### src/rtl/urx_pkg.sv
package urx_pkg;

    localparam int CHW = 9;

    typedef enum logic [2:0] {
        A_CTRL = 3'd0,
        A_DIVH = 3'd1,
        A_DIVL = 3'd2,
        A_STAT = 3'd3,
        A_DATA = 3'd4
    } reg_addr_e;

    typedef struct packed {
        logic irq_en;
        logic par_odd;
        logic par_en;
        logic nine;
        logic rx_en;
    } ctrl_t;

    localparam int CTRL_W = $bits(ctrl_t);

    typedef enum logic [2:0] {
        S_IDLE,
        S_START,
        S_DATA,
        S_PAR,
        S_STOP
    } rx_state_e;

    typedef struct packed {
        logic [CHW-1:0] chr;
        logic           perr;
        logic           ferr;
    } frame_t;

    function automatic logic vote3(input logic [2:0] v);
        return (v[0] & v[1]) | (v[0] & v[2]) | (v[1] & v[2]);
    endfunction

endpackage

### src/rtl/urx_sync.sv
module urx_sync #(
    parameter int STAGES = 2
) (
    input  logic clk,
    input  logic rst,
    input  logic d,
    output logic q
);
    logic ff [STAGES];

    always_ff @(posedge clk) begin
        if (rst) ff[0] <= 1'b1;
        else     ff[0] <= d;
    end

    genvar g;
    generate
        for (g = 1; g < STAGES; g++) begin : g_stage
            always_ff @(posedge clk) begin
                if (rst) ff[g] <= 1'b1;
                else     ff[g] <= ff[g-1];
            end
        end
    endgenerate

    assign q = ff[STAGES-1];
endmodule

### src/rtl/urx_baud.sv
module urx_baud #(
    parameter int DIV_W = 13
) (
    input  logic             clk,
    input  logic             rst,
    input  logic             restart,
    input  logic [DIV_W-1:0] div,
    output logic             tick
);
    logic [DIV_W-1:0] cnt;
    logic             run;

    assign run  = (div != '0);
    assign tick = run && (cnt == div - 1'b1);

    always_ff @(posedge clk) begin
        if (rst || restart || !run) cnt <= '0;
        else if (tick)              cnt <= '0;
        else                        cnt <= cnt + 1'b1;
    end
endmodule

### src/rtl/urx_frame.sv
module urx_frame
    import urx_pkg::*;
#(
    parameter int OVS = 16
) (
    input  logic   clk,
    input  logic   rst,
    input  logic   en,
    input  logic   tick,
    input  logic   rxd,
    input  logic   nine,
    input  logic   par_en,
    input  logic   par_odd,
    output logic   done,
    output frame_t frm
);
    localparam int            SW      = $clog2(OVS);
    localparam logic [SW-1:0] SMP_A   = SW'(OVS/2 - 1);
    localparam logic [SW-1:0] SMP_B   = SW'(OVS/2);
    localparam logic [SW-1:0] SMP_C   = SW'(OVS/2 + 1);
    localparam logic [SW-1:0] SMP_END = SW'(OVS - 1);

    rx_state_e      st;
    logic [SW-1:0]  s;
    logic [1:0]     v;
    logic [3:0]     idx;
    logic [CHW-1:0] sh;
    logic           pbit;

    logic           bitv;
    logic [3:0]     last_idx;
    logic [CHW-1:0] used;
    logic           pexp;

    assign bitv     = vote3({rxd, v});
    assign last_idx = nine ? 4'd8 : 4'd7;
    assign used     = nine ? sh : {1'b0, sh[7:0]};
    assign pexp     = par_odd ? ~^used : ^used;

    always_ff @(posedge clk) begin
        if (rst || !en) begin
            st   <= S_IDLE;
            s    <= '0;
            v    <= '0;
            idx  <= '0;
            sh   <= '0;
            pbit <= 1'b0;
            done <= 1'b0;
            frm  <= '0;
        end else begin
            done <= 1'b0;
            if (tick) begin
                if (st == S_IDLE) begin
                    if (!rxd) begin
                        st <= S_START;
                        s  <= SW'(1);
                        sh <= '0;
                    end
                end else begin
                    s <= (s == SMP_END) ? '0 : s + 1'b1;
                    if (s == SMP_A) v[0] <= rxd;
                    if (s == SMP_B) v[1] <= rxd;
                    if (s == SMP_C) begin
                        case (st)
                            S_START: if (bitv) st <= S_IDLE;
                            S_DATA:  sh[idx] <= bitv;
                            S_PAR:   pbit <= bitv;
                            S_STOP: begin
                                done     <= 1'b1;
                                frm.chr  <= used;
                                frm.perr <= par_en && (pbit != pexp);
                                frm.ferr <= !bitv;
                                st       <= S_IDLE;
                            end
                            default: ;
                        endcase
                    end
                    if (s == SMP_END) begin
                        case (st)
                            S_START: begin
                                st  <= S_DATA;
                                idx <= '0;
                            end
                            S_DATA: begin
                                if (idx == last_idx) st <= par_en ? S_PAR : S_STOP;
                                else                 idx <= idx + 1'b1;
                            end
                            S_PAR:   st <= S_STOP;
                            default: ;
                        endcase
                    end
                end
            end
        end
    end
endmodule

### src/rtl/uart_rx_regs.sv
module uart_rx_regs
    import urx_pkg::*;
#(
    parameter int DIV_W       = 13,
    parameter int DW          = 16,
    parameter int OVS         = 16,
    parameter int SYNC_STAGES = 2
) (
    input  logic          clk,
    input  logic          rst,
    input  logic          rx_i,
    input  logic [2:0]    addr,
    input  logic [DW-1:0] wdata,
    input  logic          wr,
    input  logic          rd,
    output logic [DW-1:0] rdata,
    output logic          irq
);
    localparam int HI_W = DIV_W - 8;

    ctrl_t            ctrl_q;
    logic [HI_W-1:0]  div_stage;
    logic [DIV_W-1:0] div_q;
    logic             commit;
    logic             tick;
    logic             rx_s;
    logic             done;
    frame_t           frm;

    logic [CHW-1:0]   data_q;
    logic             full, ovr, fe, pe, armed;
    logic             clr, wr_divh, rx_en, irq_en;

    assign rx_en   = ctrl_q.rx_en;
    assign irq_en  = ctrl_q.irq_en;
    assign commit  = wr && (addr == A_DIVL);
    assign wr_divh = wr && (addr == A_DIVH);
    assign clr     = rd && (addr == A_DATA) && armed;

    urx_sync #(.STAGES(SYNC_STAGES)) u_sync (
        .clk (clk),
        .rst (rst),
        .d   (rx_i),
        .q   (rx_s)
    );

    urx_baud #(.DIV_W(DIV_W)) u_baud (
        .clk     (clk),
        .rst     (rst),
        .restart (commit),
        .div     (div_q),
        .tick    (tick)
    );

    urx_frame #(.OVS(OVS)) u_frame (
        .clk     (clk),
        .rst     (rst),
        .en      (rx_en),
        .tick    (tick),
        .rxd     (rx_s),
        .nine    (ctrl_q.nine),
        .par_en  (ctrl_q.par_en),
        .par_odd (ctrl_q.par_odd),
        .done    (done),
        .frm     (frm)
    );

    always_ff @(posedge clk) begin
        if (rst) begin
            ctrl_q    <= '0;
            div_stage <= '0;
            div_q     <= '0;
        end else if (wr) begin
            case (addr)
                A_CTRL:  ctrl_q    <= ctrl_t'(wdata[CTRL_W-1:0]);
                A_DIVH:  div_stage <= wdata[HI_W-1:0];
                A_DIVL:  div_q     <= {div_stage, wdata[7:0]};
                default: ;
            endcase
        end
    end

    always_ff @(posedge clk) begin
        if (rst) begin
            data_q <= '0;
            full   <= 1'b0;
            ovr    <= 1'b0;
            fe     <= 1'b0;
            pe     <= 1'b0;
            armed  <= 1'b0;
        end else begin
            if (rd && (addr == A_STAT) && full) armed <= 1'b1;
            if (clr) begin
                full  <= 1'b0;
                ovr   <= 1'b0;
                fe    <= 1'b0;
                pe    <= 1'b0;
                armed <= 1'b0;
            end
            if (done) begin
                if (full && !clr) begin
                    ovr <= 1'b1;
                end else begin
                    data_q <= frm.chr;
                    fe     <= frm.ferr;
                    pe     <= frm.perr;
                    full   <= 1'b1;
                end
            end
        end
    end

    always_ff @(posedge clk) begin
        if (rst) begin
            rdata <= '0;
        end else if (rd) begin
            case (addr)
                A_CTRL:  rdata <= DW'(ctrl_q);
                A_DIVH:  rdata <= DW'(div_q[DIV_W-1:8]);
                A_DIVL:  rdata <= DW'(div_q[7:0]);
                A_STAT:  rdata <= DW'({pe, fe, ovr, full});
                A_DATA:  rdata <= DW'(data_q);
                default: rdata <= '0;
            endcase
        end
    end

    assign irq = irq_en && (full || ovr);
endmodule

### config.mk
export PLATFORM = sky130hd
export DESIGN_NAME = uart_rx_regs
export DESIGN_NICKNAME = d
export VERILOG_FILES = /design/src/rtl/urx_pkg.sv /design/src/rtl/urx_sync.sv /design/src/rtl/urx_baud.sv /design/src/rtl/urx_frame.sv /design/src/rtl/uart_rx_regs.sv
export SDC_FILE = /design/constraint.sdc
export NUM_CORES = 1
export LEC_CHECK = 0
export ABC_AREA = 1
export BUFFER_PORTS_ARGS = -buffer_cell sky130_fd_sc_hd__buf_2
export CAP_MARGIN = 30
export CORE_MARGIN = 3
export CORE_UTILIZATION = 58
export CTS_BUF_LIST = sky130_fd_sc_hd__clkbuf_4 sky130_fd_sc_hd__clkbuf_8 sky130_fd_sc_hd__clkbuf_16
export CTS_CLUSTER_DIAMETER = 200
export DETAILED_ROUTE_END_ITERATION = 16
export MAX_ROUTING_LAYER = met4
export PLACE_DENSITY = 0.78
export SETUP_SLACK_MARGIN = 0.4
export SLEW_MARGIN = 20
export SYNTH_ARGS = -nofsm -noshare
export SYNTH_HDL_FRONTEND = slang
export SYNTH_SLANG_ARGS = --single-unit
### constraint.sdc
create_clock -name clk -period 2.49 [get_ports clk]
set_clock_uncertainty 0.1 [all_clocks]
set_input_delay 0.1245 -clock clk [delete_from_list [all_inputs] [get_ports clk]]
set_output_delay 0.1245 -clock clk [all_outputs]
set_load 0.02 [all_outputs]
* Yosys cells after proc, flatten, opt, wreduce, memory -nomap -nowiden
Memories as Yosys holds them, arrays and structs flattened.
Index checks and enable logic that the tools add are counted.
** Operators by class
- Mux-type cells :: 43
- Equal/unequal tests :: 17
- Reduce and logical (&&, ||, !) cells :: 40
- Order comparisons :: 2
- Add/subtract/negate cells :: 4
- Bitwise gates (word level) :: 11
** Operator list (count)
- $mux 9 :: 5
- $pmux 9 s5 :: 1
- $mux 3 :: 7
- $mux 1 :: 20
- $mux 4 :: 5
- $add 13x1->13 const B :: 1
- $eq 13x13->1 :: 1
- $reduce_bool 13->1 :: 1
- $sub 13x1->13 const B :: 1
- $eq 3x2->1 const B :: 4
- $eq 4x4->1 const B :: 3
- $reduce_and 4->1 :: 3
- $logic_and 1x1->1 :: 10
- $reduce_and 2->1 :: 5
- $bwmux 9 :: 1
- $pmux 3 s3 :: 1
- $reduce_xnor 9->1 :: 1
- $reduce_xor 9->1 :: 1
- $add 4x1->4 const B :: 2
- $pmux 4 s2 :: 1
- $eq 3x1->1 const B :: 2
- $eq 3x3->1 const B :: 2
- $logic_not 3->1 :: 2
- $pmux 3 s2 :: 1
- 17 further kinds :: 36
** Storage, ports and cells
- Memories kept :: 1
- Output and inout port bits :: 17
- Bits of input ports :: 24
- Memory bits (writable) :: 2
- Register bits after elaboration :: 101
- Word-level logic and storage cells :: 144
** Memory list
- u_sync.ff :: words 2, bits a word 1, read ports 2, clocked after memory_dff 0, wr ports 2, RTL line urx_sync.sv:9 : logic ff [STAGES];

* Depth between registers and ports, before layout
Gate-level depths: netlist of run 1.
An unclocked memory read counts as a cell.
- Depth in word-level cells :: 11
- Depth in mapped cells :: 17
- Mapped depth without buffers :: 17

* By module
A second synthesis of run 1 with hierarchy kept.
** Second synthesis, totals
- Cells, all modules :: 784
- Area total of the unflattened synthesis :: 5352.6 um^2
** By module, submodules not included
- uart_rx_regs :: area an instance 2100.8 um^2, sequential area each 920.9 um^2, instances 1, cells an instance 280
- urx_frame :: area an instance 2020.7 um^2, sequential area each 700.7 um^2, instances 1, cells an instance 308
- urx_baud :: area an instance 1172.4 um^2, sequential area each 260.2 um^2, instances 1, cells an instance 189
- urx_sync :: area an instance 58.8 um^2, sequential area each 40.0 um^2, instances 1, cells an instance 7

* Worst setup path before layout of run 1
OpenSTA, ideal clock, no wires.
- Path kind :: reg-to-reg
- Start point :: register div_q[0]
- End point :: register u_frame.sh[7]
- Library setup time :: 0.141 ns
- Slack :: 0.357 ns
- Stages on the path, launching flop included :: 17
- Buffers on the path :: 1
- Arrival time :: 1.892 ns
- Period minus slack after synthesis :: 2.133 ns
- Required time :: 2.249 ns
- Cell sequence :: dfxtp_1 > inv_1 > ha_1 > inv_1 > nand2_1 > nand2_1 > nor2_1 > nand3_1 > nor2_1 > nand2_1 > nor2_4 > nand4_4 > nor2_8 > buf_8 > nand2_1 > nand2_1 > a21oi_2
** On the way
- Longest elaborated chain between the ends :: 4
- Elaborated cells on any way between the ends :: 5
- Classes of those cells :: add/sub (1); eq/ne (1); reduce/logical (3)
** RTL lines
- from (decl) :: RTL line uart_rx_regs.sv:23 : logic [DIV_W-1:0] div_q;
- from (signal assigned) :: RTL line uart_rx_regs.sv:77 : A_DIVL: div_q <= {div_stage, wdata[7:0]};
- $sub 13x1->13 :: RTL line urx_baud.sv:14 : assign tick = run && (cnt == div - 1'b1);
- $eq 13x13->1 :: RTL line urx_baud.sv:14
- $logic_and 1x1->1 (*) :: RTL line urx_baud.sv:14
- $reduce_and 4->1 (no source line) (*)
- to (signal, indexed assignment) :: RTL line urx_frame.sv:66 : S_DATA: sh[idx] <= bitv;
- to (decl) :: RTL line urx_frame.sv:27 : logic [CHW-1:0] sh;
Mark *: on every way between the ends. The rest lies on a longest branch, timed or not.
A chain may end at the register's enable or synchronous reset.

* Worst setup path after layout of run 1
- Start point :: register div_q[0]
- End point :: register u_frame.sh[4]
Same word-level chain as after synthesis.

==> results_tabular.tex, run 1 <==
\begin{tabular}{lr}
\hline
Metric & Value \\
\hline
\multicolumn{2}{l}{\textbf{Worst setup path}} \\
Critical path's slowest cell & sky130\_fd\_sc\_hd\_\_dfxtp\_2 \\
FF-to-FF path depth & 17 \\
CP Launch Type & flip-flop \\
Worst path max stage delay & around 0.36 ns \\
Required time reported for the critical path endpoint & between 2 and 3 ns \\
Capturing element type of the critical path & flip-flop \\
Highest fanout seen on the critical path & 5 \\
Crit path cell chain & inv\_4, ha\_4, inv\_2, nand2\_2, nand2\_1, nor2\_1, nand3\_1, nor2\_1, nand2\_1, nor2\_4, buf\_6, nand4\_4, nor2\_8, buf\_12, nand2\_1, nand2\_1, a21oi\_2 \\
Kind of critical path & reg -> reg \\
Most common cell type on the critical path & sky130\_fd\_sc\_hd\_\_nand2\_1 \\
Signal arrival time at the worst endpoint & 2.43 ns \\
\multicolumn{2}{l}{\textbf{Power}} \\
Leakage Power & $\sim$0.0024 uW \\
Maximum resistive drop on vdd & between 200 and 300 uV \\
Power density relative to cell area & 504 nW/um2 \\
\multicolumn{2}{l}{\textbf{Global routing}} \\
Overflow after GRT & 0 \\
First-pass GRT wire length & 19.8 mm \\
Number of antenna violations at the first check in global routing & 0 \\
Number of global-route vias before repair & 4439 \\
Largest net degree at the start of global routing & 37 \\
GRT Util Overall & 0.254 \\
\multicolumn{2}{l}{\textbf{Logic synthesis}} \\
Prevailing post-synth register cell & sky130\_fd\_sc\_hd\_\_dfxtp\_1 \\
Number of different library cells in the post-synthesis netlist & between 40 and 50 \\
Sequential fraction of the synthesis area & 0.386 \\
Average cell area after synthesis & 6.90 um2 \\
Synthesized netlist cell count & 722 \\
Syn. warnings & 0 \\
Number of synthesized register bits & 96 \\
Number of enable flip-flop cells after synthesis & 0 \\
Netlist Area Pre-Place & 4980 um2 \\
Async set-reset flop share out of synthesis & 0 \\
\multicolumn{2}{l}{\textbf{Clock network}} \\
Clock sink count & between 90 and 100 \\
Number of buffers between clock root and the deepest sink & 2 \\
CTS buffer count & 9 \\
CTS clock-pin slew for the worst setup and hold paths & approximately 0.11 ns \\
Clock root buffer & sky130\_fd\_sc\_hd\_\_clkbuf\_8 \\
Clock latency reported for the late side of the worst-skew pair & between 0.3 and 0.4 ns \\
Clock tree from TritonCTS & done \\
Number of H-tree levels & 3 \\
\multicolumn{2}{l}{\textbf{Floorplanning}} \\
Ports placed on the boundary & 41 \\
Vert. Die Dim & around 99 um \\
Die Area & a little under 10000 um2 \\
Initial standard-cell utilization of the core & 0.600 \\
Placeable core region & $\sim$8300 um2 \\
Count of standard-cell rows & 33 \\
Die W & between 90 and 100 um \\
\multicolumn{2}{l}{\textbf{Finish}} \\
Fillcell total & between 600 and 700 \\
NumNets Final & $\sim$820 \\
End-of-flow core utilization & 0.713 \\
Diode insertion count for antenna repair & 0 \\
Area added between synthesis and finish & 18.7\% \\
Summed area of non-filler cells in the final layout & about 5900 um2 \\
Proportion of layout cells with a drive suffix above 1 & 0.195 \\
\multicolumn{2}{l}{\textbf{Routing}} \\
Detail-routed via count per cell & 5.37 \\
DRC viols & 0 \\
Average wire length per cell after detail routing & around 13 um \\
Number of search-and-repair iterations in the first detailed-routing pass & 5 \\
Detailed router's first-iteration violation count & slightly above 200 \\
Detailed-route via count & between 4000 and 5000 \\
Total length of routed wires & between 10 and 15 mm \\
Post-DRT Antenna Nets & 0 \\
\multicolumn{2}{l}{\textbf{STA}} \\
Worst Max-Slew Pin Slew & 0.719 ns \\
Number of max-slew violations in the final report & 0 \\
Final setup fails & 0 \\
Headroom to the max-slew limit & 0.520 \\
Ratio of final minimum period to clock period & 0.921 \\
Setup TNS & 0 ns \\
Minimum clock period after layout & between 2 and 2.5 ns \\
Hold Fails Final Rpt & 0 \\
Final hold slack & $\sim$0.021 ns \\
Final setup slack of the worst path & between 0.15 and 0.2 ns \\
Achievable clock frequency & around 0.44 GHz \\
RSZ-0062 raised after global routing & true \\
\multicolumn{2}{l}{\textbf{Placement}} \\
Placed Area & roughly 5200 um2 \\
Half-perimeter wire length after detailed placement & about 8.5 mm \\
Place WS & $\sim$0.09 ns \\
Port-buffer cells & 25 \\
Placer Congestion & 0.895 \\
\multicolumn{2}{l}{\textbf{Run status}} \\
Outcome & complete, no violations \\
\multicolumn{2}{l}{\textbf{Run}} \\
Maximum Capacitance Violations & 0 \\
\multicolumn{2}{l}{\textbf{Hold path}} \\
Count of cells along the worst hold path & 2 \\
Path class of the lowest-slack min-delay path & in -> reg \\
\hline
\end{tabular}
[final cells by class]
cell class	instances	area [um2]	share of cell area
clock inverter	7	92.6	0.0157
timing repair buffer	64	522	0.0882
inverter	92	368	0.0622
multi-input combinational	517	2740	0.464
clock buffer	9	124	0.0209
timing repair inverter	1	6.26	0.00106
sequential	96	1930	0.326
tap	105	131	0.0222
[per-stage QoR]
step	std cells	total power, uW
after global routing	891	3100
after global placement	846	1860
final	891	2980
after CTS	886	2990
after floorplan	728	1800
after detailed placement	846	1870
[repair_timing]
action	in CTS	in global routing
pin swaps	14	25
gates cloned	2	3
buffers inserted	12	2
hold buffers	10	0
gates resized for setup	29	33
endpoints found under the hold margin	18	0
endpoints found under the setup margin	47	48
[synth_stat cells (3+ instances only)]
library cell	instances	area share
sky130_fd_sc_hd__nor2_4	4	0.0090
sky130_fd_sc_hd__nand2_1	162	0.12
sky130_fd_sc_hd__a21oi_1	59	0.059
sky130_fd_sc_hd__inv_1	84	0.063
sky130_fd_sc_hd__nor4_1	3	0.0038
sky130_fd_sc_hd__ha_1	10	0.025
sky130_fd_sc_hd__dfxtp_1	96	0.39
sky130_fd_sc_hd__nor3b_1	5	0.0075
sky130_fd_sc_hd__a21oi_2	9	0.016
sky130_fd_sc_hd__a31oi_1	3	0.0038
sky130_fd_sc_hd__nor3_1	10	0.010
sky130_fd_sc_hd__buf_4	8	0.012
sky130_fd_sc_hd__nor2_1	99	0.075
sky130_fd_sc_hd__nand4_1	7	0.0088
sky130_fd_sc_hd__o21ai_0	60	0.060
sky130_fd_sc_hd__clkbuf_1	9	0.0068
sky130_fd_sc_hd__o22ai_1	4	0.0050
sky130_fd_sc_hd__or2_2	3	0.0038
sky130_fd_sc_hd__nand3_2	9	0.018
sky130_fd_sc_hd__nand3_1	26	0.026
sky130_fd_sc_hd__inv_2	7	0.0053
sky130_fd_sc_hd__xnor2_1	7	0.012
sky130_fd_sc_hd__xor2_1	10	0.018
sky130_fd_sc_hd__nor2_2	5	0.0063
[path summary, 6_finish.rpt]
| path | startpoint | end | slack (ns) |
|---|---|---|---|
| worst max register to register | div_q[0] | u_frame.sh[4] | 0.20 |
| worst max-delay path | div_q[0] | u_frame.sh[4] | 0.20 |
| worst min register to register | u_sync.ff[0] | u_sync.ff[1] | 0.33 |
| worst min-delay path | rst | rdata[6] | 0.02 |
[layout by cell type (no fill, tap or decap), types with 10 or more instances in the layout]
master,count
sky130_fd_sc_hd__nand2_1,143
sky130_fd_sc_hd__nor2_1,96
sky130_fd_sc_hd__dfxtp_1,91
sky130_fd_sc_hd__inv_1,80
sky130_fd_sc_hd__o21ai_0,58
sky130_fd_sc_hd__a21oi_1,57
sky130_fd_sc_hd__buf_2,26
sky130_fd_sc_hd__nand3_1,22
sky130_fd_sc_hd__nand2_2,19
sky130_fd_sc_hd__buf_4,16
sky130_fd_sc_hd__nand3_2,12
sky130_fd_sc_hd__a21oi_2,11
sky130_fd_sc_hd__xor2_1,10
sky130_fd_sc_hd__dlygate4sd3_1,10
[worst max-delay path, delay by kind of cell, from the launching register on]
family,cells,cell delay [ns]
AND/OR/NAND/NOR,11,1.06
flip-flops,1,0.36
buffers and inverters,4,0.32
adder cells (fa/ha/maj),1,0.26
AO/OA/AOI/OAI,1,0.06
[report_power, final]
part / total [uW] / internal [uW] / leakage [uW] / switching [uW]
logic: 293 / 105 / 0.00153 / 188
clock network: 1110 / 498 / 0.000112 / 616
registers: 1570 / 1550 / 0.000778 / 19.3
[registers in the layout, summed over array words and instances, names as in the netlist, 2 cells and up]
register,cells
u_frame.frm,11
u_frame.st,3
u_baud.cnt,13
rdata,9
ctrl_q,3
data_q,9
div_stage,5
u_frame.sh,9
u_sync.ff,2
u_frame.idx,4
div_q,13
u_frame.v,2
u_frame.s,4
[layer usage]
| metal | routed length (um) | up-vias | track usage |
|---|---|---|---|
| li1 | - | 2444 | - |
| met1 | 5340 | 2186 | 0.317 |
| met2 | 5800 | 134 | 0.413 |
| met3 | 578 | 17 | 0.0333 |
| met4 | 247 | 0 | 0.108 |
| met5 | 0 | - | - |
[kinds of logic (layout without fill, tap and decap cells)]
family,after synthesis,after routing,share of synthesized area
AO/OA/AOI/OAI,144,144,0.158
XOR/XNOR,17,17,0.0299
adder cells (fa/ha/maj),10,10,0.0251
buffers and inverters,115,173,0.0969
flip-flops,96,96,0.386
other,1,7,0.000753
AND/OR/NAND/NOR,339,339,0.304
(Power assumes the default switching activity.)
==> run 2: changes to the inputs <==
Settings changed: CELL_PAD_IN_SITES_DETAIL_PLACEMENT from default to 0, CELL_PAD_IN_SITES_GLOBAL_PLACEMENT from default to 1, CORE_UTILIZATION 58 to 43, PLACE_DENSITY 0.78 to default, PLACE_DENSITY_LB_ADDON from default to 0.1.
==> run 2 against run 1 <==
Effect of this change:
- critical path depth did not move
- worst hold slack improved by 0.0056 ns
- power rose by 13%
- final cell count rose by 3.1%
- clock power rose by 36%
- global-route usage fell by 5.5 points
- via count fell by 4.9%
- worst setup slack improved by 0.11 ns
- maximum frequency rose by 5.2%
- sequential power barely moved
- critical endpoint is now u_frame.pbit
==> results_tabular.tex, run 2 (synthesis results as in run 1) <==
\begin{tabular}{lr}
\hline
Metric & Value \\
\hline
\multicolumn{2}{l}{\textbf{Worst setup path}} \\
Highest fanout seen on the critical path & 6 (+1) \\
Signal arrival time at the worst endpoint & 2.28 ns (-0.15 ns) \\
Endpoint of the lowest-slack register-to-register path & u\_frame.pbit \\
FF-to-FF path depth & 17 (unchanged) \\
Reg2Reg Launch Point & div\_q[0] \\
Kind of critical path & reg -> reg \\
Capturing element type of the critical path & flip-flop \\
CP Launch Type & flip-flop \\
Required time reported for the critical path endpoint & 2.60 ns (-0.02 ns) \\
R2R Setup Slk & 0.31 ns (+0.11 ns) \\
\multicolumn{2}{l}{\textbf{Floorplanning}} \\
Die W & 114 um (+15\%) \\
Vert. Die Dim & 114 um (+15\%) \\
Die Area & 12900 um2 (+33\%) \\
Initial standard-cell utilization of the core & 0.450 (-0.151) \\
Placeable core region & 11100 um2 (+33\%) \\
Ports placed on the boundary & 41 (unchanged) \\
Count of standard-cell rows & 38 (+15\%) \\
\multicolumn{2}{l}{\textbf{Routing}} \\
Detailed-route via count & 4546 (-4.9\%) \\
Post-DRT Antenna Nets & 0 (unchanged) \\
Detail-routed via count per cell & 4.95 (-7.8\%) \\
Average wire length per cell after detail routing & 13.0 um (-3.2\%) \\
Number of search-and-repair iterations in the first detailed-routing pass & 4 (-1) \\
DRC viols & 0 (unchanged) \\
Detailed router's first-iteration violation count & 273 (+34\%) \\
Total length of routed wires & 12.0 mm (-0.13\%) \\
\multicolumn{2}{l}{\textbf{STA}} \\
Setup TNS & 0 ns (unchanged) \\
Final setup slack of the worst path & 0.311 ns (+0.114 ns) \\
Ratio of final minimum period to clock period & 0.875 (-0.0457) \\
Worst Max-Slew Pin Slew & 0.764 ns (+0.0442 ns) \\
RSZ-0062 raised after global routing & true \\
Number of max-slew violations in the final report & 0 (unchanged) \\
Final hold slack & 0.0265 ns (+0.00563 ns) \\
Headroom to the max-slew limit & 0.490 (-0.0295) \\
Minimum clock period after layout & 2.18 ns (-0.114 ns) \\
Hold Fails Final Rpt & 0 (unchanged) \\
Final setup fails & 0 (unchanged) \\
Achievable clock frequency & 0.459 GHz (+5.2\%) \\
\multicolumn{2}{l}{\textbf{Global routing}} \\
First-pass GRT wire length & 20.1 mm (+1.5\%) \\
GRT Util Overall & 0.199 (-0.0550) \\
Largest net degree at the start of global routing & 37 (unchanged) \\
Number of global-route vias before repair & 4234 (-4.6\%) \\
Overflow after GRT & 0 (unchanged) \\
Number of antenna violations at the first check in global routing & 0 (unchanged) \\
\multicolumn{2}{l}{\textbf{Run status}} \\
Outcome & complete, no violations \\
\multicolumn{2}{l}{\textbf{Hold path}} \\
Hold worst-path end & div\_q[5] \\
Count of cells along the worst hold path & 3 (+1) \\
Path class of the lowest-slack min-delay path & in -> reg \\
Min-Delay Startpoint & wdata[5] \\
\multicolumn{2}{l}{\textbf{Power}} \\
Power density relative to cell area & 574 nW/um2 (+14\%) \\
Final Power & 3380 uW (+13\%) \\
Leakage Power & 0.00241 uW (-0.26\%) \\
Maximum resistive drop on vdd & 356 uV (+29\%) \\
\multicolumn{2}{l}{\textbf{Finish}} \\
Diode insertion count for antenna repair & 0 (unchanged) \\
Most common library cell in the layout ignoring fill and taps & sky130\_fd\_sc\_hd\_\_nand2\_1 \\
NumNets Final & 808 (-0.86\%) \\
Proportion of layout cells with a drive suffix above 1 & 0.166 (-0.0291) \\
Largest registers ranked by flip-flop count & div\_q x13, u\_baud.cnt x13, u\_frame.frm x11 \\
Commonest cells after routing, fill and taps aside & 158 x sky130\_fd\_sc\_hd\_\_nand2\_1, 97 x sky130\_fd\_sc\_hd\_\_nor2\_1, 92 x sky130\_fd\_sc\_hd\_\_dfxtp\_1 \\
Area added between synthesis and finish & 18.3\% \\
Summed area of non-filler cells in the final layout & 5890 um2 (-0.38\%) \\
\multicolumn{2}{l}{\textbf{Clock network}} \\
Clock tree from TritonCTS & done \\
CTS buffer count & 9 (unchanged) \\
CTS clock-pin slew for the worst setup and hold paths & 0.07 ns (-0.04 ns) \\
Number of H-tree levels & 3 (unchanged) \\
Clock root buffer & sky130\_fd\_sc\_hd\_\_clkbuf\_16 \\
Clock latency reported for the late side of the worst-skew pair & 0.34 ns (-0.03 ns) \\
Number of buffers between clock root and the deepest sink & 2 (unchanged) \\
Clock sink count & 96 (unchanged) \\
\multicolumn{2}{l}{\textbf{Placement}} \\
Place WS & 0.0354 ns (-0.0546 ns) \\
Placed Area & 5260 um2 (+0.84\%) \\
Half-perimeter wire length after detailed placement & 8.96 mm (+5.4\%) \\
Placer Congestion & 0.856 (-4.3\%) \\
Port-buffer cells & 25 (unchanged) \\
\multicolumn{2}{l}{\textbf{Run}} \\
Maximum Capacitance Violations & 0 (unchanged) \\
\hline
\end{tabular}
==> run 2: cell types whose count changed in the layout (fill, tap and decap cells not counted), sizes merged <==
| cell | previous run | this run |
|---|---|---|
| dlygate4sd3 | 10 | 8 |
| bufinv | 1 | 2 |
| inv | 96 | 94 |
| buf | 52 | 50 |
| clkbuf | 11 | 9 |
==> run 2: timing repair <==
action | CTS | global route
setup buffers | 12 | 2
gates resized for setup | 28 | 11
setup endpoints to repair | 47 | 48
hold endpoints to repair | 9 | 0
hold buffers | 8 | 0
pin swaps | 12 | 5
==> run 2: worst max-delay path by stage <==
stage,slack [ns],end,cells past startpoint,startpoint
detailed placement,0.04,u_frame.s[3],13,div_q[0]
global placement,0.06,u_frame.idx[1],13,div_q[0]
floorplan,0.41,u_frame.sh[7],16,div_q[0]
global route,0.14,u_frame.idx[1],13,div_q[2]
CTS,0.29,u_frame.idx[3],16,div_q[1]
finish,0.31,u_frame.pbit,17,div_q[0]
==> run 2: critical path: stages (launching register included) <==
cell                      delay [ns]
sky130_fd_sc_hd__dfxtp_2        0.33
sky130_fd_sc_hd__inv_4          0.11
sky130_fd_sc_hd__ha_4           0.17
sky130_fd_sc_hd__nand2_1        0.09
sky130_fd_sc_hd__nor2_2         0.13
sky130_fd_sc_hd__nand2_1        0.07
sky130_fd_sc_hd__nand2_1        0.07
sky130_fd_sc_hd__nand2_1        0.06
sky130_fd_sc_hd__inv_2          0.04
sky130_fd_sc_hd__nand2_1        0.09
sky130_fd_sc_hd__nor2_4         0.17
sky130_fd_sc_hd__nand4_1        0.12
sky130_fd_sc_hd__buf_6          0.16
sky130_fd_sc_hd__inv_8          0.07
sky130_fd_sc_hd__buf_6          0.11
sky130_fd_sc_hd__nand2_2        0.04
sky130_fd_sc_hd__nor2_1         0.08
sky130_fd_sc_hd__nor3_1         0.05
==> run 2: area by class of cell <==
type                            count  area (um2)
Clock buffer                        9         225
Clock inverter                      7         100
Fill cell                        1123        5190
Inverter                           92         360
Multi-Input combinational cell    517        2680
Sequential cell                    96        1930
Tap cell                          140         175
Timing Repair Buffer               58         428
==> run 2: metal layers <==
metal  routed length, um  up-vias  global-route usage
li1                    -     2417                   -
met1                5910     2046               0.261
met2                5380       68               0.314
met3                 442       15              0.0265
met4                 213        0              0.0713
met5                   0        -                   -
==> run 2: power breakdown <==
group | leakage [uW] | switching [uW] | internal, uW | total (uW)
sequential | 0.000777 | 18.8 | 1550 | 1570
clock | 0.000161 | 623 | 891 | 1510
combinational | 0.00147 | 188 | 105 | 293
total | 0.00241 | 830 | 2550 | 3380
==> run 2: through the flow <==
step / utilization / cells
final: 0.532 / 919
after global routing: 0.532 / 919
after CTS: 0.528 / 917
after detailed placement: 0.475 / 881
after global placement: 0.475 / 881
after floorplan: - / 728
==> run 3: changes to the inputs <==
Settings changed: ABC_AREA 1 to default, CORE_UTILIZATION 43 to 45.
==> run 3 against run 2 <==
Effect of this change:
- the flow now finishes with violations (negative setup slack)
- non-clock buffer count grew 43
- synthesized cell count down 12%
- maximum frequency shrank 14%
- routed wire length is 13% higher
- sequential power hardly changed
- area after synthesis rose by 2.7%
- worst hold slack improved by 0.044 ns
- utilization is 5.4 points higher
==> results_tabular.tex, run 3 <==
\begin{tabular}{lr}
\hline
Metric & Value \\
\hline
\multicolumn{2}{l}{\textbf{Power}} \\
Switching share of total power & 0.260 (+0.0140) \\
Sequential power share & 0.489 (+0.024) \\
Clock group share of total power & 0.433 (-0.015) \\
P\_sw & 826 uW (-0.50\%) \\
Part of the total power dissipated in combinational logic & 0.078 (-0.009) \\
Internal portion of total power & 2360 uW (-7.6\%) \\
Leakage Power & 0.00231 uW (-4.3\%) \\
Maximum resistive drop on vdd & 407 uV (+14\%) \\
Power density relative to cell area & 494 nW/um2 (-14\%) \\
Final Power & 3180 uW (-5.9\%) \\
\multicolumn{2}{l}{\textbf{Clock network}} \\
Clock latency reported for the late side of the worst-skew pair & 0.36 ns (+0.02 ns) \\
CTS clock-pin slew for the worst setup and hold paths & 0.07 ns (about the same) \\
Number of H-tree levels & 3 (unchanged) \\
Number of buffers between clock root and the deepest sink & 2 (unchanged) \\
CTS buffer count & 9 (unchanged) \\
Clock tree from TritonCTS & done \\
Clock sink count & 96 (unchanged) \\
Clock root buffer & sky130\_fd\_sc\_hd\_\_clkbuf\_16 \\
\multicolumn{2}{l}{\textbf{Routing}} \\
Detailed router's first-iteration violation count & 285 (+4.4\%) \\
Total length of routed wires & 13.5 mm (+13\%) \\
Average wire length per cell after detail routing & 15.8 um (+22\%) \\
DRC viols & 0 (unchanged) \\
Post-DRT Antenna Nets & 0 (unchanged) \\
Detailed-route via count & 4687 (+3.1\%) \\
Number of search-and-repair iterations in the first detailed-routing pass & 5 (+1) \\
Detail-routed via count per cell & 5.50 (+11\%) \\
\multicolumn{2}{l}{\textbf{Worst setup path}} \\
Kind of cell with the highest combined delay on the critical path & simple AND/OR/NAND/NOR gates \\
Reg2Reg Launch Point & div\_q[0] \\
Required time reported for the critical path endpoint & 2.67 ns (+0.07 ns) \\
CP Launch Type & flip-flop \\
Endpoint of the lowest-slack register-to-register path & u\_frame.idx[2] \\
Kind of critical path & reg -> reg \\
Worst path max stage delay & 0.49 ns (+0.16 ns) \\
Highest fanout seen on the critical path & 5 (-1) \\
R2R Setup Slk & -0.04 ns (-0.35 ns) \\
Most common cell type on the critical path & sky130\_fd\_sc\_hd\_\_or4\_1 \\
Signal arrival time at the worst endpoint & 2.71 ns (+0.43 ns) \\
FF-to-FF path depth & 8 (-9) \\
Critical path's slowest cell & sky130\_fd\_sc\_hd\_\_or4\_1 \\
Capturing element type of the critical path & flip-flop \\
Crit path cell chain & buf\_6, or3\_4, or4\_1, a211o\_1, o21ai\_4, nand3b\_1, or4\_1, o211ai\_1 \\
Worst path buffer plus inverter count & 1 (-4) \\
\multicolumn{2}{l}{\textbf{Logic synthesis}} \\
Syn. warnings & 0 (unchanged) \\
Number of enable flip-flop cells after synthesis & 0 (unchanged) \\
Synthesized netlist cell count & 637 (-12\%) \\
Number of synthesized register bits & 96 (unchanged) \\
Prevailing post-synth register cell & sky130\_fd\_sc\_hd\_\_dfxtp\_1 \\
Sequential fraction of the synthesis area & 0.376 (-0.0100) \\
Average cell area after synthesis & 8.03 um2 (+16\%) \\
Most frequent cells after synthesis & 96 x sky130\_fd\_sc\_hd\_\_dfxtp\_1, 89 x sky130\_fd\_sc\_hd\_\_nand2\_1, 65 x sky130\_fd\_sc\_hd\_\_a21oi\_1 \\
Netlist Area Pre-Place & 5110 um2 (+2.7\%) \\
Number of different library cells in the post-synthesis netlist & 63 (+54\%) \\
Area share of the leading cell type in the synthesized netlist & 0.376 (-0.0100) \\
Async set-reset flop share out of synthesis & 0 (unchanged) \\
Most numerous cell in the Yosys netlist & sky130\_fd\_sc\_hd\_\_dfxtp\_1 \\
Cell types occupying the most area after synthesis & sky130\_fd\_sc\_hd\_\_dfxtp\_1 38\%, sky130\_fd\_sc\_hd\_\_nand2\_1 6.5\%, sky130\_fd\_sc\_hd\_\_a21oi\_1 6.4\% \\
Synth area leader & sky130\_fd\_sc\_hd\_\_dfxtp\_1 \\
\multicolumn{2}{l}{\textbf{Finish}} \\
Proportion of layout cells with a drive suffix above 1 & 0.228 (+0.0619) \\
Most common library cell in the layout ignoring fill and taps & sky130\_fd\_sc\_hd\_\_dfxtp\_1 \\
Area added between synthesis and finish & 25.8\% \\
NumNets Final & 741 (-8.3\%) \\
Post-layout instance count excluding filler cells & 852 (-7.3\%) \\
End-of-flow core utilization & 0.586 (+0.0540) \\
Diode insertion count for antenna repair & 0 (unchanged) \\
Commonest cells after routing, fill and taps aside & 92 x sky130\_fd\_sc\_hd\_\_dfxtp\_1, 89 x sky130\_fd\_sc\_hd\_\_nand2\_1, 63 x sky130\_fd\_sc\_hd\_\_a21oi\_1 \\
Largest registers ranked by flip-flop count & div\_q x13, u\_baud.cnt x13, u\_frame.frm x11 \\
\multicolumn{2}{l}{\textbf{Placement}} \\
Place WS & -0.147 ns (-0.182 ns) \\
Placer Congestion & 0.859 (+0.35\%) \\
Half-perimeter wire length after detailed placement & 9.55 mm (+6.6\%) \\
Port-buffer cells & 25 (unchanged) \\
Total placed cells including tap cells & 811 (-7.9\%) \\
\multicolumn{2}{l}{\textbf{Global routing}} \\
Number of antenna violations at the first check in global routing & 0 (unchanged) \\
Largest net degree at the start of global routing & 50 (+35\%) \\
GRT Util Overall & 0.224 (+0.0249) \\
Overflow after GRT & 0 (unchanged) \\
First-pass GRT wire length & 22.3 mm (+11\%) \\
Number of global-route vias before repair & 4447 (+5.0\%) \\
\multicolumn{2}{l}{\textbf{Run status}} \\
Outcome & finished with violations \\
Violations in the final reports & negative setup slack \\
\multicolumn{2}{l}{\textbf{Hold path}} \\
Min-Delay Startpoint & rd \\
Hold worst-path end & rdata[8] \\
Count of cells along the worst hold path & 3 (unchanged) \\
Path class of the lowest-slack min-delay path & in -> reg \\
\multicolumn{2}{l}{\textbf{STA}} \\
Headroom to the max-slew limit & 0.388 (-0.102) \\
Worst Max-Slew Pin Slew & 0.911 ns (+0.147 ns) \\
Achievable clock frequency & 0.395 GHz (-14\%) \\
Final setup fails & 11 (+11) \\
Number of max-slew violations in the final report & 0 (unchanged) \\
Minimum clock period after layout & 2.53 ns (+0.353 ns) \\
Hold Fails Final Rpt & 0 (unchanged) \\
RSZ-0062 raised after global routing & true \\
Final setup slack of the worst path & -0.0417 ns (-0.353 ns) \\
Ratio of final minimum period to clock period & 1.02 (+0.142) \\
\multicolumn{2}{l}{\textbf{Floorplanning}} \\
Die Area & 12700 um2 (-1.8\%) \\
Placeable core region & 11000 um2 (-0.86\%) \\
Die W & 113 um (-0.90\%) \\
Initial standard-cell utilization of the core & 0.466 (+0.0160) \\
Count of standard-cell rows & 38 (unchanged) \\
Vert. Die Dim & 113 um (-0.90\%) \\
Ports placed on the boundary & 41 (unchanged) \\
\multicolumn{2}{l}{\textbf{Run}} \\
Maximum Capacitance Violations & 0 (unchanged) \\
\hline
\end{tabular}
==> run 3: cell type report <==
class | count | area (um2)
repair buffers | 101 | 818
multi-input cells | 477 | 3140
clock buffers | 9 | 225
inverters | 22 | 82.6
flip-flops and latches | 96 | 1930
fillers | 1012 | 4550
well taps | 140 | 175
clock inverters | 7 | 61.3
==> run 3: stage by stage <==
step | setup TNS, ns | area [um2] | hold slack, ns
floorplan | -0.00347 | 5230 | 0.128
global placement | -0.555 | 5710 | 0.211
detailed placement | -1.10 | 5710 | 0.216
CTS | -0.403 | 6300 | 0.0608
global route | -3.79 | 6430 | 0.0979
finish | -0.175 | 6430 | 0.0708
==> run 3: how the worst max path moves through the flow <==
stage,cells past startpoint,end,slack [ns],start
CTS,7,u_frame.idx[2],-0.06,div_q[9]
global placement,9,u_frame.v[0],-0.11,div_q[0]
global route,7,u_frame.idx[0],-0.14,div_q[9]
floorplan,8,u_frame.idx[0],-0.002,div_q[7]
finish,8,u_frame.idx[2],-0.04,div_q[0]
detailed placement,9,u_frame.v[0],-0.15,div_q[0]
==> run 3: power groups by stage <==
stage | registers (uW) | logic, uW | clock network (uW)
2_1_floorplan | 1590 | 144 | 0
3_3_place_gp | 1590 | 200 | 0
3_5_place_dp | 1590 | 203 | 0
4_1_cts | 1560 | 231 | 1410
5_1_grt | 1560 | 268 | 1480
6_report | 1560 | 248 | 1380
==> run 3: metal layers <==
metal	global-route usage	vias up	wire length, um
met5	-	-	0
met4	0.0825	0	248
met3	0.0280	21	571
met2	0.346	97	6280
met1	0.300	2219	6400
li1	-	2350	-
==> run 3: worst min-delay path, cell delays in order <==
cell                      delay, ns
sky130_fd_sc_hd__buf_2         0.19
sky130_fd_sc_hd__nand4_1       0.10
sky130_fd_sc_hd__a21oi_1       0.06
==> run 3: logic make-up (layout without fill, tap and decap cells) <==
family                   Yosys count  in the layout  share of synthesized area
AO/OA/AOI/OAI                    130            130                      0.156
XOR/XNOR                          33             33                     0.0565
multiplexers                      26             26                     0.0536
adder cells (fa/ha/maj)           11             11                     0.0264
AND/OR/NAND/NOR                  270            270                      0.270
other                              1              7                   0.000733
flip-flops                        96             96                      0.376
buffers and inverters             70            139                     0.0614
==> run 3: timing repair <==
action,in CTS,in global routing
hold endpoints to repair,19,0
cloned,2,0
buffers inserted,9,5
pin swaps,18,11
gates resized for setup,36,17
setup endpoints to repair,48,48
hold buffers,9,0
